--- src/rtl/arb_pkg.sv ---
package arb_pkg;
   typedef enum logic [1:0] {
      OWN_NONE  = 2'd0,
      OWN_LEFT  = 2'd1,
      OWN_RIGHT = 2'd2
   } own_t;
endpackage

--- src/rtl/req_track.sv ---
module req_track #(
   parameter int AW = 11
) (
   input  logic          clk,
   input  logic          rst_n,
   input  logic          cs_n,
   input  logic [AW-1:0] addr,
   output logic          active,
   output logic          fresh
);
   logic          act_q;
   logic [AW-1:0] addr_q;

   assign active = !cs_n;
   // new request: selected now but not selected at this address last cycle
   assign fresh  = active && !(act_q && (addr_q == addr));

   always_ff @(posedge clk or negedge rst_n) begin
      if (!rst_n) begin
         act_q  <= 1'b0;
         addr_q <= '0;
      end else begin
         act_q  <= active;
         addr_q <= addr;
      end
   end
endmodule

--- src/rtl/collide_judge.sv ---
module collide_judge
   import arb_pkg::*;
#(
   parameter int AW       = 11,
   parameter bit TIE_LEFT = 1'b1
) (
   input  logic          clk,
   input  logic          rst_n,
   input  logic          l_act,
   input  logic          l_fresh,
   input  logic [AW-1:0] l_addr,
   input  logic          r_act,
   input  logic          r_fresh,
   input  logic [AW-1:0] r_addr,
   output own_t          owner
);
   own_t owner_q;
   own_t tie_winner;
   logic match;
   logic held;

   generate
      if (TIE_LEFT) begin : g_tie_left
         assign tie_winner = OWN_LEFT;
      end else begin : g_tie_right
         assign tie_winner = OWN_RIGHT;
      end
   endgenerate

   assign match = l_act && r_act && (l_addr == r_addr);
   assign held  = ((owner_q == OWN_LEFT)  && !l_fresh) ||
                  ((owner_q == OWN_RIGHT) && !r_fresh);

   always_comb begin
      if (!match)                 owner = OWN_NONE;
      else if (held)              owner = owner_q;
      else if (l_fresh && !r_fresh) owner = OWN_RIGHT;
      else if (r_fresh && !l_fresh) owner = OWN_LEFT;
      else                        owner = tie_winner;
   end

   always_ff @(posedge clk or negedge rst_n) begin
      if (!rst_n) owner_q <= OWN_NONE;
      else        owner_q <= owner;
   end

   // a held winner is not displaced while its request is unchanged
   assert_hold_grant_R5: assert property (@(posedge clk) disable iff (!rst_n)
      (owner_q == OWN_LEFT && l_act && r_act && l_addr == r_addr && !l_fresh)
         |-> owner == OWN_LEFT);
   assert_no_owner_R1: assert property (@(posedge clk) disable iff (!rst_n)
      (!l_act || !r_act) |-> owner == OWN_NONE);
endmodule

--- src/rtl/port_gate.sv ---
module port_gate (
   input  logic clk,
   input  logic rst_n,
   input  logic slave_mode,
   input  logic cs_n,
   input  logic we_n,
   input  logic lose,
   input  logic busy_in_n,
   output logic busy_n,
   output logic busy_oe,
   output logic wr_en
);
   logic blocked;

   assign busy_n  = slave_mode ? 1'b1 : !lose;
   assign busy_oe = !slave_mode;
   assign blocked = slave_mode ? !busy_in_n : lose;
   assign wr_en   = !cs_n && !we_n && !blocked;

   assert_master_block_R6: assert property (@(posedge clk) disable iff (!rst_n)
      (!slave_mode && !busy_n) |-> !wr_en);
   assert_slave_inhibit_R8: assert property (@(posedge clk) disable iff (!rst_n)
      (slave_mode && !busy_in_n) |-> !wr_en);
   assert_drive_R7: assert property (@(posedge clk) disable iff (!rst_n)
      busy_oe != slave_mode);
endmodule

--- src/rtl/port_collide_arbiter.sv ---
module port_collide_arbiter
   import arb_pkg::*;
#(
   parameter int ADDR_W   = 11,
   parameter bit TIE_LEFT = 1'b1
) (
   input  logic              clk,
   input  logic              rst_n,
   input  logic              slave_mode,
   input  logic              l_cs_n,
   input  logic              l_we_n,
   input  logic [ADDR_W-1:0] l_addr,
   input  logic              l_busy_in_n,
   input  logic              r_cs_n,
   input  logic              r_we_n,
   input  logic [ADDR_W-1:0] r_addr,
   input  logic              r_busy_in_n,
   output logic              l_busy_n,
   output logic              l_busy_oe,
   output logic              l_wr_en,
   output logic              r_busy_n,
   output logic              r_busy_oe,
   output logic              r_wr_en
);
   localparam int NPORT = 2;

   generate
      if (ADDR_W < 1) begin : g_bad_width
         $error("ADDR_W must be at least 1");
      end
   endgenerate

   logic [ADDR_W-1:0] addr_v   [NPORT];
   logic [NPORT-1:0]  cs_v, we_v, bin_v, act_v, fresh_v, lose_v;
   logic [NPORT-1:0]  busy_v, oe_v, wr_v;
   own_t              owner;

   assign addr_v[0] = l_addr;
   assign addr_v[1] = r_addr;
   assign cs_v      = {r_cs_n, l_cs_n};
   assign we_v      = {r_we_n, l_we_n};
   assign bin_v     = {r_busy_in_n, l_busy_in_n};
   assign lose_v    = {owner == OWN_LEFT, owner == OWN_RIGHT};

   generate
      for (genvar p = 0; p < NPORT; p++) begin : g_port
         req_track #(.AW(ADDR_W)) u_track (
            .clk(clk), .rst_n(rst_n), .cs_n(cs_v[p]), .addr(addr_v[p]),
            .active(act_v[p]), .fresh(fresh_v[p]));
         port_gate u_gate (
            .clk(clk), .rst_n(rst_n), .slave_mode(slave_mode),
            .cs_n(cs_v[p]), .we_n(we_v[p]), .lose(lose_v[p]),
            .busy_in_n(bin_v[p]), .busy_n(busy_v[p]), .busy_oe(oe_v[p]),
            .wr_en(wr_v[p]));
      end
   endgenerate

   collide_judge #(.AW(ADDR_W), .TIE_LEFT(TIE_LEFT)) u_judge (
      .clk(clk), .rst_n(rst_n),
      .l_act(act_v[0]), .l_fresh(fresh_v[0]), .l_addr(addr_v[0]),
      .r_act(act_v[1]), .r_fresh(fresh_v[1]), .r_addr(addr_v[1]),
      .owner(owner));

   assign l_busy_n  = busy_v[0];
   assign r_busy_n  = busy_v[1];
   assign l_busy_oe = oe_v[0];
   assign r_busy_oe = oe_v[1];
   assign l_wr_en   = wr_v[0];
   assign r_wr_en   = wr_v[1];

   assert_exclusive_R3: assert property (@(posedge clk) disable iff (!rst_n)
      l_busy_n || r_busy_n);
   assert_idle_high_R1: assert property (@(posedge clk) disable iff (!rst_n)
      (l_cs_n || r_cs_n || l_addr != r_addr) |-> (l_busy_n && r_busy_n));
endmodule

--- config.mk ---
export PLATFORM = sky130hd
export DESIGN_NAME = port_collide_arbiter
export DESIGN_NICKNAME = d
export VERILOG_FILES = /design/src/rtl/arb_pkg.sv /design/src/rtl/req_track.sv /design/src/rtl/collide_judge.sv /design/src/rtl/port_gate.sv /design/src/rtl/port_collide_arbiter.sv
export SDC_FILE = /design/constraint.sdc
export NUM_CORES = 1
export LEC_CHECK = 0
export BUFFER_PORTS_ARGS = -buffer_cell sky130_fd_sc_hd__clkbuf_2
export CORE_MARGIN = 1
export CORE_UTILIZATION = 41
export CTS_CLUSTER_DIAMETER = 100
export DETAILED_ROUTE_END_ITERATION = 8
export PLACE_DENSITY = 0.67
export SLEW_MARGIN = 20
export SYNTH_ARGS = -nofsm -noshare
export SYNTH_HDL_FRONTEND = slang
export SYNTH_SLANG_ARGS = --single-unit
--- constraint.sdc ---
create_clock -name clk -period 3.9 [get_ports clk]
set_input_delay 0.39 -clock clk [delete_from_list [all_inputs] [get_ports clk]]
set_output_delay 0.39 -clock clk [all_outputs]
set_load 0.05 [all_outputs]
==> impl_results.rst <==
.. list-table::
   :header-rows: 1

   * - Metric
     - Value
   * - Data arrival time at the worst-slack endpoint
     - roughly 2.2 ns
   * - Type of origin of the critical path
     - flip-flop
   * - Pwr Total
     - between 0.4 and 0.5 mW
   * - Clk sink count
     - 26
   * - Number of filler instances in the final layout
     - ~240
   * - Placed cells
     - between 150 and 200
   * - Period Utilization, post-route
     - ~66%
   * - Clock input transition at the sequential cells of the worst setup and hold paths
     - between 0.1 and 0.15 ns
   * - Vias/cell
     - roughly 5
   * - Highest net fanout along the worst path
     - 4
   * - Initial core utilization
     - approximately 45%
   * - Time the worst path needs with I/O delays and setup
     - 2.56 ns
   * - Post-route DRC
     - 0
   * - Routed Antenna Nets
     - 0
   * - Rel. slew slack
     - between 50 and 60%
   * - Number of endpoints failing setup at the final stage
     - 0
   * - Start of the worst register-to-register path
     - g_port[0].u_track.addr_q[6]
   * - Result of the run
     - completed
   * - Area of the core region
     - about 0.0025 mm2
   * - Clock skew after layout
     - between 0.0006 and 0.0007 ns
   * - I/O Pins
     - 37
   * - Die H
     - about 55 um
   * - Worst path required time
     - between 3 and 4 ns
   * - Logic depth of the worst register-to-register path
     - 5
   * - Count of port buffers added during placement
     - 36
   * - Ranking of synthesized cells by instance count
     - 26 x dfrtp_1, 19 x xor2_1, 14 x xnor2_1
   * - Level count of the clock H-tree
     - 1
   * - Register share of total power
     - 58.1%
   * - Distinct cell type count after synthesis
     - 19
   * - Post-CTS Setup Repair Bufs
     - 0
   * - Proportion of netlist area held by the largest area contributor
     - a little under three fifths
   * - EDFF count, synth
     - 0
   * - Fin cells
     - approximately 160
   * - Warnings, synthesis
     - 0
   * - Final number of max-transition violations
     - 0
   * - Gpl congestion
     - about 0.75
   * - PostCTS Resize Cnt
     - 0
   * - Total wirelength of the detailed-routed design
     - between 2000 and 2500 um
   * - Static leakage power
     - about 0.64 nW
   * - # nets final
     - 160
   * - Mean cell area of the mapped netlist
     - 12.8 um2
   * - Initial antenna violation count
     - 0
   * - Clock latency on the worst-skew pair
     - 0.31 ns
   * - Clock tree buffer depth
     - 2
   * - Storage cell area
     - around 650 um2
   * - Portion of the post-synthesis area used by sequential elements
     - between 50% and 60%
   * - Actual slew at the worst max-slew pin
     - a little over 0.6 ns
   * - Net switching share of the total power
     - between 20% and 30%
   * - Wire length per cell after detailed routing
     - ~13 um
   * - Remaining Overflow, GRT
     - 0
   * - Clock buffer count from CTS
     - 3
   * - Unrepaired setup endpoints after global routing
     - false
   * - Antenna diodes
     - 0
   * - Via count
     - 794
   * - Clk pwr share
     - between 20% and 30%
   * - Switching component of the power
     - approximately 0.12 mW
   * - Area taken by multi-input logic gates
     - between 400 and 500 um2
   * - Maximum number of pins on one net before global-route repair
     - 27
   * - Peak supply drop
     - around 250 uV
   * - Critical path origin
     - g_port[1].u_track.addr_q[0]
   * - GR Util All Layers
     - about 15%
   * - Half-perimeter wire length after placement
     - around 1600 um
   * - Post-Syn Instances
     - 89
   * - Fraction of layout instances using a drive strength above 1
     - around a third
   * - Part of the total power dissipated in combinational logic
     - between 10% and 20%
   * - Number of endpoints with negative hold slack in the final report
     - 0
   * - Top achievable clock speed
     - about 400 MHz
   * - Setup TNS after final layout
     - 0 ns
   * - Critical path start-end classification
     - flip-flop to output pin
   * - First-pass GRT wire length
     - about 3000 um
   * - Asr flop ratio synth
     - between 90% and 100%
   * - Library cell used as clock root buffer
     - clkbuf_4
   * - Reg2Reg Capture Point
     - u_judge.owner_q[1]
   * - Combined area of all synthesized cells
     - between 0.001 and 0.0015 mm2
   * - Power Internal
     - 0.373 mW
   * - Max-cap violations
     - 0
   * - Width of the chip
     - between 50 and 60 um
   * - Via count of the first global-routing pass
     - a little over 700
   * - Syn_nets
     - 120
   * - Most frequently used flop master after synthesis
     - dfrtp_1
   * - Floorplan row count
     - 18
   * - PD cells
     - approximately 360 mW/mm2
   * - Synth-to-Final Area Change
     - 21.6%
   * - Dominant cell by count in the synthesized netlist
     - dfrtp_1
   * - Setup slack on the worst flop-to-flop path
     - 2.39 ns
   * - Detailed-routing iteration count for the pre-antenna-repair pass
     - 2
   * - Total of hold buffers inserted after clock tree synthesis
     - 0
   * - Die Footprint
     - about 0.003 mm2
   * - Min-delay worst type
     - primary input to async pin
   * - Top cell type by total area after synthesis
     - dfrtp_1
   * - Crit end category
     - output pin
   * - Biggest area contributors in the synthesized netlist
     - dfrtp_1 57%, xor2_1 15%, xnor2_1 11%, nand4_1 2.7%, nor4_1 2.2%
   * - TritonCTS clock tree
     - yes
   * - Iter 0 DRT Violations
     - 9
   * - Flops & latches, synth
     - 26
[per-stage QoR]
stage | setup WS [ns] | util (%) | cell area [um2] | hold slack [ns]
3_3_place_gp | 1.59 | 53.0 | 1350 | 0.433
4_1_cts | 1.31 | 54.4 | 1390 | 0.0804
6_report | 1.34 | 54.4 | 1390 | 0.0689
3_5_place_dp | 1.53 | 53.0 | 1350 | 0.434
2_1_floorplan | 1.34 | - | 1140 | 0.0944
5_1_grt | 1.17 | 54.4 | 1390 | 0.0872
[worst max path at each step]
| stage | endpoint | slack, ns | cells after the start |
|---|---|---|---|
| final | r_wr_en | 1.34 | 6 |
| after global routing | r_wr_en | 1.17 | 6 |
| after global placement | r_wr_en | 1.59 | 7 |
| after detailed placement | l_wr_en | 1.53 | 7 |
| after floorplan | r_wr_en | 1.34 | 5 |
| after CTS | r_wr_en | 1.31 | 6 |
[sequential cells by signal (all words and copies together), names as in the netlist]
register	flops
g_port.u_track.act_q	2
g_port.u_track.addr_q	22
u_judge.owner_q	2
[layout by cell type (no fill, tap or decap)]
| cell | instances |
|---|---|
| nand2b_1 | 1 |
| xor2_1 | 19 |
| nand2_1 | 2 |
| a31oi_1 | 2 |
| nor4_1 | 4 |
| clkbuf_8 | 1 |
| nor2_1 | 4 |
| o21ai_0 | 1 |
| nand3_1 | 1 |
| dfrtp_1 | 26 |
| nand4_1 | 5 |
| and4_1 | 1 |
| o31ai_4 | 1 |
| nor3b_2 | 1 |
| xnor2_1 | 14 |
| clkbuf_2 | 36 |
| a2111oi_2 | 1 |
| nand3_2 | 1 |
| inv_1 | 3 |
| nor3_1 | 1 |
| clkbuf_4 | 3 |
[power groups by stage]
stage	Sequential, mW	Combinational, mW	Clock (mW)
4_1_cts	0.287	0.0808	0.134
6_report	0.287	0.0789	0.128
3_5_place_dp	0.293	0.0802	0
3_3_place_gp	0.292	0.0788	0
2_1_floorplan	0.292	0.0426	0
5_1_grt	0.289	0.0871	0.146
[routing by layer]
metal / up-vias / global-route usage (%) / part of all wire [%]
li1: 381 / - / -
met1: 380 / 18.4 / 46
met2: 29 / 24.5 / 46
met3: 4 / 3.89 / 5.8
met4: 0 / 7.69 / 1.4
met5: - / 0 / 0
[area by class of cell]
class                           count  share of cell area [%]
Clock buffer                        4                    2.62
Inverter                            3                   0.813
Multi-Input combinational cell     59                    33.9
Sequential cell                    26                    47.0
Tap cell                           30                    2.71
Timing Repair Buffer               36                    13.0
[logic make-up after synthesis]
group / share of synthesized area (%)
buffers and inverters: 1.65
AND/OR/NAND/NOR: 11.1
flip-flops: 57.1
AO/OA/AOI/OAI: 4.72
XOR/XNOR: 25.4
[critical path, cell delays in order (launching register included)]
cell	delay [ns]
dfrtp_1	0.39
xnor2_1	0.16
nand4_1	0.16
o31ai_4	0.34
nand3_2	0.16
a2111oi_2	0.32
clkbuf_2	0.33
Note: power is estimated with default switching activity, not from simulation.
